[src/rtl/tdf_pkg.sv]
// Package: shared types for the turn-on delay filter.
// Assumes: a four-state controller is enough to cover idle, counting,
// passing and faulted conditions.
package tdf_pkg;
    typedef enum logic [1:0] {
        ST_IDLE  = 2'd0,
        ST_COUNT = 2'd1,
        ST_PASS  = 2'd2,
        ST_FAULT = 2'd3
    } tdf_state_e;
endpackage

[src/rtl/tdf_edge_detect.sv]
// Module: tdf_edge_detect
// Remembers the input value taken at the last sample and flags rise and
// low samples. Assumes the input is stable around the sampling clock edge.
module tdf_edge_detect (
    input  logic clk,
    input  logic rst_n,
    input  logic smp_en,
    input  logic din,
    output logic rise,
    output logic low_smp
);
    logic last_q;

    // Capture the input on every sample; cleared by reset.
    always_ff @(posedge clk) begin
        if (!rst_n)
            last_q <= 1'b0;
        else if (smp_en)
            last_q <= din;
    end

    // Decode the sample type from the current and remembered levels.
    always_comb begin
        rise    = smp_en && din && !last_q;
        low_smp = smp_en && !din;
    end
endmodule

[src/rtl/tdf_len_check.sv]
// Module: tdf_len_check
// Classifies a delay length as legal or zero. Assumes MAX_LEN fits in LEN_W.
module tdf_len_check #(
    parameter int LEN_W   = 8,
    parameter int MAX_LEN = 100
) (
    input  logic [LEN_W-1:0] len,
    output logic             legal,
    output logic             zero
);
    localparam logic [LEN_W-1:0] LIMIT = LEN_W'(MAX_LEN);

    // Compare against the fixed ceiling and against zero.
    always_comb begin
        legal = (len <= LIMIT);
        zero  = (len == '0);
    end
endmodule

[src/rtl/tdf_delay_counter.sv]
// Module: tdf_delay_counter
// Holds a captured target and counts samples after a rise. It flags the
// step that reaches the target. Assumes load and step are never both high.
module tdf_delay_counter #(
    parameter int W = 8
) (
    input  logic         clk,
    input  logic         rst_n,
    input  logic         load,
    input  logic         step,
    input  logic [W-1:0] load_val,
    output logic         expire
);
    logic [W-1:0] cnt_q;
    logic [W-1:0] tgt_q;
    logic [W-1:0] cnt_inc;

    // Capture the target on load, advance the count on each step.
    always_ff @(posedge clk) begin
        if (!rst_n) begin
            cnt_q <= '0;
            tgt_q <= '0;
        end else if (load) begin
            cnt_q <= '0;
            tgt_q <= load_val;
        end else if (step) begin
            cnt_q <= cnt_inc;
        end
    end

    // Flag the step whose incremented count meets the target.
    always_comb begin
        cnt_inc = cnt_q + W'(1);
        expire  = step && (cnt_inc == tgt_q);
    end
endmodule

[src/rtl/tdf_filter.sv]
// Module: tdf_filter (top)
// Turn-on delay filter. A rise is passed on after a run-time number of
// samples, and a low sample is passed on at once. The length is range
// checked at the rise. Assumes a single-bit input and a synchronous
// active-low reset.
module tdf_filter #(
    parameter int LEN_W   = 8,
    parameter int MAX_LEN = 100
) (
    input  logic             clk,
    input  logic             rst_n,
    input  logic             smp_en,
    input  logic             din,
    input  logic [LEN_W-1:0] dly_len,
    output logic             dout,
    output logic             len_err
);
    import tdf_pkg::*;

    tdf_state_e state_q;
    tdf_state_e state_d;
    logic       rise;
    logic       low_smp;
    logic       legal;
    logic       zero;
    logic       load;
    logic       step;
    logic       expire;

    tdf_edge_detect u_edge (
        .clk    (clk),
        .rst_n  (rst_n),
        .smp_en (smp_en),
        .din    (din),
        .rise   (rise),
        .low_smp(low_smp)
    );

    tdf_len_check #(.LEN_W(LEN_W), .MAX_LEN(MAX_LEN)) u_chk_len (
        .len  (dly_len),
        .legal(legal),
        .zero (zero)
    );

    tdf_delay_counter #(.W(LEN_W)) u_cnt (
        .clk     (clk),
        .rst_n   (rst_n),
        .load    (load),
        .step    (step),
        .load_val(dly_len),
        .expire  (expire)
    );

    // Counter controls: capture at a legal rise, step on high samples while counting.
    always_comb begin
        load = rise && legal && (state_q == ST_IDLE);
        step = smp_en && din && (state_q == ST_COUNT);
    end

    // Next-state selection for the filter controller.
    always_comb begin
        state_d = state_q;
        unique case (state_q)
            ST_IDLE: begin
                if (rise) begin
                    if (!legal)
                        state_d = ST_FAULT;
                    else if (zero)
                        state_d = ST_PASS;
                    else
                        state_d = ST_COUNT;
                end
            end
            ST_COUNT: begin
                if (low_smp)
                    state_d = ST_IDLE;
                else if (expire)
                    state_d = ST_PASS;
            end
            ST_PASS, ST_FAULT: begin
                if (low_smp)
                    state_d = ST_IDLE;
            end
            default: state_d = ST_IDLE;
        endcase
    end

    // State register with synchronous reset.
    always_ff @(posedge clk) begin
        if (!rst_n)
            state_q <= ST_IDLE;
        else
            state_q <= state_d;
    end

    // Output decode from the registered state.
    always_comb begin
        dout    = (state_q == ST_PASS);
        len_err = (state_q == ST_FAULT);
    end
endmodule

[config.mk]
export PLATFORM = sky130hd
export DESIGN_NAME = tdf_filter
export DESIGN_NICKNAME = d
export VERILOG_FILES = /design/src/rtl/tdf_pkg.sv /design/src/rtl/tdf_edge_detect.sv /design/src/rtl/tdf_len_check.sv /design/src/rtl/tdf_delay_counter.sv /design/src/rtl/tdf_filter.sv
export SDC_FILE = /design/constraint.sdc
export NUM_CORES = 1
export LEC_CHECK = 0
export BUFFER_PORTS_ARGS = -buffer_cell sky130_fd_sc_hd__buf_2
export CAP_MARGIN = 20
export CORE_AREA = 10 10 61 63
export CTS_CLUSTER_SIZE = 12
export DETAILED_ROUTE_END_ITERATION = 8
export DIE_AREA = 0 0 71 73
export GPL_ROUTABILITY_DRIVEN = 0
export PLACE_DENSITY = 0.69
export SETUP_SLACK_MARGIN = 0.5
export SYNTH_ARGS = -nofsm -noshare
export SYNTH_HDL_FRONTEND = slang
export SYNTH_SLANG_ARGS = --single-unit
[constraint.sdc]
create_clock -name clk -period 2.15 [get_ports clk]
set_clock_uncertainty 0.05 [all_clocks]
set_input_delay 0.43 -clock clk [delete_from_list [all_inputs] [get_ports clk]]
set_output_delay 0.43 -clock clk [all_outputs]
set_load 0.005 [all_outputs]
==> results of run 1 <==
## worst max-delay path, stage by stage, from the launching register on
cell     delay (ns)
dfxtp_4        0.37
ha_4           0.17
nor3b_1        0.13
o21a_1         0.20
o32ai_4        0.29
nor4_2         0.06
o311a_1        0.28
## stage by stage
step,power [W],utilization,area [µm²]
floorplan,0.0004438,-,1095
global placement,0.0004711,0.4512,1180
detailed placement,0.0004727,0.4512,1180
CTS,0.0006626,0.4794,1254
global route,0.0006938,0.5000,1308
finish,0.0006567,0.5000,1308
## cells in the mapped netlist (2+ instances only)
| cell | number |
|---|---|
| o211ai_1 | 2 |
| and3_1 | 2 |
| o21a_1 | 2 |
| mux2i_1 | 8 |
| dfxtp_1 | 19 |
| a21oi_1 | 2 |
| buf_6 | 2 |
| nand2_1 | 7 |
| nor2_1 | 17 |
| xor2_1 | 6 |
| nor2b_1 | 10 |
| nand3_1 | 3 |
| xnor2_1 | 11 |
| inv_1 | 3 |
| o21ai_0 | 2 |
| nor3_1 | 4 |
| nor4b_2 | 2 |
## cell type report
type,instances,area share
clock buffers,4,0.02010
inverters,3,0.008612
well taps,31,0.02967
flip-flops and latches,19,0.2957
multi-input cells,95,0.5703
repair buffers,17,0.07560
## registers in the layout, indices dropped and copies added, names as in the netlist
register	cells
state_q	2
u_edge.last_q	1
u_cnt.tgt_q	8
u_cnt.cnt_q	8
## power by group
part | internal (W) | total (W) | switching (W)
Clock | 0.0000723 | 0.000179 | 0.000106
Sequential | 0.000362 | 0.000378 | 0.0000157
Combinational | 0.0000521 | 0.000100 | 0.0000479
## kinds of logic after synthesis
family | after synthesis
flip-flops | 19
multiplexers | 8
buffers and inverters | 6
AO/OA/AOI/OAI | 12
adder cells (fa/ha/maj) | 1
AND/OR/NAND/NOR | 57
XOR/XNOR | 17
## routing by layer
| layer | share of wire | GRT usage |
|---|---|---|
| met5 | 0 | 0 |
| met1 | 0.47 | 0.1106 |
| met2 | 0.45 | 0.1325 |
| met3 | 0.060 | 0.02721 |
| met4 | 0.019 | 0.04731 |
## timing repair
action / 4_1_cts / 5_1_grt
pin swaps: 4 / 3
endpoints found under the setup margin: 8 / 10
hold endpoints to repair: 0 / 0
setup buffers: 2 / 1
resized for setup: 6 / 7
## worst max path at each step
stage | from | endpoint | slack, ns | cells after the start
2_1_floorplan | dly_len[0] | state_q[0]$_SDFFE_PN0P_ | 0.54 | 5
3_3_place_gp | dly_len[0] | state_q[0]$_SDFFE_PN0P_ | 0.32 | 6
3_5_place_dp | din | u_cnt.tgt_q[3]$_SDFFE_PN0P_ | 0.31 | 6
4_1_cts | u_cnt.cnt_q[0]$_SDFFE_PP0P_ | state_q[1]$_SDFFE_PN0P_ | 0.51 | 6
5_1_grt | u_cnt.cnt_q[0]$_SDFFE_PP0P_ | state_q[1]$_SDFFE_PN0P_ | 0.41 | 6
6_report | u_cnt.cnt_q[0]$_SDFFE_PP0P_ | state_q[1]$_SDFFE_PN0P_ | 0.49 | 6
==> results.py, run 1 <==
metrics = {
    "sta": {
        "min_period_ns": 1.657,
        "slew_violations": 0,
        "slew_headroom": 0.7775,
        "rsz0062_at_grt": "true",
        "setup_viol": 0,
        "fin_ws_ns": 0.4927,
        "max_freq_mhz": 603.4,
        "final.setup.tns_ns": 0,
        "hold_viol_final": 0,
        "period_share": 0.7709,
        "worst_pin_slew_ns": 0.3312,
        "fin_hold_ws_ns": 0.3661,
    },
    "yosys": {
        "syn_nets": 133,
        "synth_compound_area_frac": 0.07737,
        "yosysWarningCount": 0,
        "syn_area_um2": 1084,
        "ys.flop_type": "dfxtp_1",
        "post_synth_fa_ha_maj_area_fraction": 0.01155,
        "synth_mux_area_frac": 0.07390,
        "synth-edff-count": 0,
        "ys_types": 35,
        "yosysTopAreaCell": "dfxtp_1",
        "netlist_instances": 120,
        "synth_area_per_cell_um2": 9.029,
        "yosysSeqAreaShare": 0.3510,
        "synth_top_family_by_area": "simple AND/OR/NAND/NOR gates",
        "synth_xor_area_frac": 0.1374,
        "async_flop_share": 0,
        "synth_top_area_frac": 0.3510,
        "synthTopCellsByArea": "dfxtp_1 (35%), xnor2_1 (8.9%), mux2i_1 (7.4%)",
        "synth-seq-cells": 19,
        "synth_simple_gate_area_share": 0.3141,
    },
    "floorplan": {
        "io_pins": 14,
        "fp.dieH_um": 73,
        "core_area_um2": 2615,
        "num_rows": 19,
        "initial_core_util": 0.4144,
        "die_w_um": 71,
        "dieArea_um2": 5183,
    },
    "finish": {
        "register_area_um2": 386.6,
        "area_growth_pct": 20.67,
        "final_cells": 169,
        "n_fill_cell": 250,
        "drive_above_1_share": 0.2536,
        "multiInputGateArea_um2": 745.7,
        "num_antenna_cells": 0,
        "mostFrequentLayoutCell": "nor2_1",
        "mostFrequentLayoutCells": "nor2_1 (17), dfxtp_1 (16), buf_2 (13)",
        "nNetsFinal": 152,
    },
    "clock_tree": {
        "cts_tree": "yes",
        "cts_buffers": 3,
        "cts-hold-fix-buffers": 0,
        "cts_root_buffer": "clkbuf_4",
        "cts_buffer_depth": 2,
        "cts-htree-levels": 1,
        "cts.sinks": 19,
        "worstSkewPairLatency_ns": 0.30,
        "clk_pin_slew_ns": 0.10,
    },
    "detailed_routing": {
        "dr.pass1.iters": 5,
        "routed_via_density": 5.107,
        "drt_iter0_markers": 50,
        "routed_wl_um": 2214,
        "postRouteAntennaNets": 0,
        "avgRoutedWirePerCell_um": 13.10,
        "drc": 0,
        "routed-via-count": 863,
    },
    "run": {
        "cap_viol_max_count": 0,
    },
    "place": {
        "dp_hpwl_um": 1685,
        "post-place-ws_ns": 0.3109,
        "place_inst": 162,
        "io_buffer_count": 13,
    },
    "pwr": {
        "vdd_ir_drop_max_uv": 292.7,
        "p_leak_nw": 0.5194,
        "p_per_area_nw_per_um2": 502.2,
    },
    "critical_path": {
        "crit_arrival_ns": 1.80,
        "reg2reg_depth": 6,
        "cp-end-kind": "flop",
        "worstPathRequired_ns": 2.29,
        "startpoint_type": "flop",
        "critPathMaxFanout": 5,
        "r2r-start": "u_cnt.cnt_q[0]$_SDFFE_PP0P_",
        "worstSetupPathType": "reg -> reg",
        "timing.rr.end": "state_q[1]$_SDFFE_PN0P_",
        "reg2reg_setup_slack_ns": 0.49,
    },
    "worst_hold_path": {
        "min_path_cells": 3,
        "whs_endpoint": "u_cnt.tgt_q[0]$_SDFFE_PN0P_",
        "min_path_type": "in -> reg",
        "min_from": "dly_len[0]",
    },
    "global_route": {
        "grt_remaining_overflow": 0,
        "grt_max_degree": 13,
        "grt_use_total": 0.08859,
        "antenna_found_initial": 0,
        "grt_pass1_vias": 879,
        "grt_pass1_wl_um": 3850,
    },
    "outcome": {
        "status": "finished, final reports clean",
    },
}
No activity file was read; power rests on OpenSTA's default activity.
==> inputs of run 2 (changes only) <==
==> constraint.sdc (replaced) <==
create_clock -name clk -period 1.7 [get_ports clk]
set_clock_uncertainty 0.05 [all_clocks]
set_input_delay 0.34 -clock clk [delete_from_list [all_inputs] [get_ports clk]]
set_output_delay 0.34 -clock clk [all_outputs]
set_load 0.005 [all_outputs]
==> results.py, run 2 (synthesis gave the netlist of run 1 again) <==
metrics = {
    "critical_path": {
        "cp-end-kind": "flop",
        "worstSetupPathType": "reg -> reg",
        "crit_arrival_ns": 1.82,
        "worstPathRequired_ns": 1.84,
        "critPathMaxFanout": 5,
        "startpoint_type": "flop",
    },
    "clock_tree": {
        "clk_pin_slew_ns": 0.11,
        "cts_buffer_depth": 2,
        "worstSkewPairLatency_ns": 0.30,
        "cts-hold-fix-buffers": 0,
        "cts_buffers": 3,
        "cts_tree": "yes",
        "cts_root_buffer": "clkbuf_4",
        "cts.sinks": 19,
        "cts-htree-levels": 1,
    },
    "floorplan": {
        "fp.dieH_um": 73,
        "initial_core_util": 0.4144,
        "die_w_um": 71,
        "core_area_um2": 2615,
        "num_rows": 19,
        "io_pins": 14,
        "dieArea_um2": 5183,
    },
    "sta": {
        "worst_pin_slew_ns": 0.3791,
        "final.setup.tns_ns": 0,
        "fin_hold_ws_ns": 0.2785,
        "slew_violations": 0,
        "max_freq_mhz": 596.0,
        "period_share": 0.9870,
        "setup_viol": 0,
        "min_period_ns": 1.678,
        "slew_headroom": 0.7464,
        "rsz0062_at_grt": "true",
        "hold_viol_final": 0,
    },
    "pwr": {
        "p_per_area_nw_per_um2": 620.5,
        "vdd_ir_drop_max_uv": 545.8,
        "p_leak_nw": 0.5647,
    },
    "global_route": {
        "grt_pass1_vias": 991,
        "grt_remaining_overflow": 0,
        "grt_pass1_wl_um": 4360,
        "grt_use_total": 0.1004,
        "antenna_found_initial": 0,
        "grt_max_degree": 14,
    },
    "finish": {
        "design_area_um2": 1376,
        "nNetsFinal": 160,
        "final_cells": 177,
        "num_antenna_cells": 0,
        "n_fill_cell": 257,
        "mostFrequentLayoutCells": "nor2_1 (17), dfxtp_1 (15), buf_2 (13)",
        "reg_top3": "u_cnt.cnt_q: 8 flops, u_cnt.tgt_q: 8 flops, state_q: 2 flops",
        "area_growth_pct": 27.02,
        "mostFrequentLayoutCell": "nor2_1",
        "drive_above_1_share": 0.3151,
    },
    "place": {
        "place_inst": 166,
        "placed_area_um2": 1225,
        "io_buffer_count": 13,
        "dp_hpwl_um": 1854,
    },
    "detailed_routing": {
        "drc": 0,
        "routed-via-count": 928,
        "routed_via_density": 5.243,
        "avgRoutedWirePerCell_um": 14.53,
        "routed_wl_um": 2572,
        "dr.pass1.iters": 5,
        "postRouteAntennaNets": 0,
        "drt_iter0_markers": 40,
    },
    "outcome": {
        "status": "finished, final reports clean",
    },
    "worst_hold_path": {
        "min_path_type": "in -> reg",
    },
    "run": {
        "cap_viol_max_count": 0,
    },
}
## run 2: cell types whose count changed in the layout (fill, tap and decap cells not counted), sizes merged
| cell | before | now |
|---|---|---|
| buf | 17 | 24 |
| clkbuf | 4 | 3 |
| clkinv | 0 | 1 |
| nand2b | 2 | 3 |
## run 2: path summary, 6_finish.rpt
check | slack [ns] | to | startpoint | cells after the start
max | 0.02 | state_q[1]$_SDFFE_PN0P_ | u_cnt.cnt_q[1]$_SDFFE_PP0P_ | 6
min | 0.28 | u_cnt.tgt_q[3]$_SDFFE_PN0P_ | dly_len[3] | 3
max reg2reg | 0.02 | state_q[1]$_SDFFE_PN0P_ | u_cnt.cnt_q[1]$_SDFFE_PP0P_ | 6
min reg2reg | 0.40 | u_cnt.tgt_q[7]$_SDFFE_PN0P_ | u_cnt.tgt_q[7]$_SDFFE_PN0P_ | 2
## run 2: layer usage
metal	up-vias	global-route usage	part of all wire
met5	-	0	0
met4	0	0.05376	0.018
met3	4	0.01905	0.050
met2	27	0.1850	0.53
li1	466	-	-
met1	431	0.1051	0.40
## run 2: where the power goes
| part | internal (W) | switching (W) | total, W |
|---|---|---|---|
| logic | 0.0000789 | 0.0000726 | 0.000151 |
| clock network | 0.0000875 | 0.000144 | 0.000231 |
| registers | 0.000457 | 0.0000144 | 0.000471 |
## run 2: cell type report
| cell class | instances | area (µm²) | area share |
|---|---|---|---|
| multi-input combinational | 96 | 753.2 | 0.5473 |
| sequential | 19 | 390.4 | 0.2836 |
| timing repair buffer | 24 | 155.1 | 0.1127 |
| tap | 31 | 38.79 | 0.02818 |
| clock buffer | 3 | 22.52 | 0.01636 |
| inverter | 3 | 11.26 | 0.008182 |
| clock inverter | 1 | 5.005 | 0.003636 |
## run 2: critical path, cell delays in order (launching register included)
cell and delay [ns]:
dfxtp_4 0.38, ha_4 0.17, nor3b_1 0.13, o21a_1 0.21, o32ai_4 0.28, nor4_2 0.08, o311a_1 0.28
## run 2: repair_timing
item	4_1_cts	5_1_grt
endpoints found under the setup margin	20	20
resized for setup	14	2
gates cloned	2	0
pin swaps	1	2
setup buffers	4	1
## run 2: stage by stage
step                  util  setup WS, ns  total power, W
floorplan                -        0.1693       0.0005617
global placement    0.4684       0.04148       0.0006032
detailed placement  0.4684      -0.02872       0.0006078
CTS                 0.5230       0.04869       0.0008556
global route        0.5263      -0.01822       0.0008978
finish              0.5263       0.02210       0.0008540
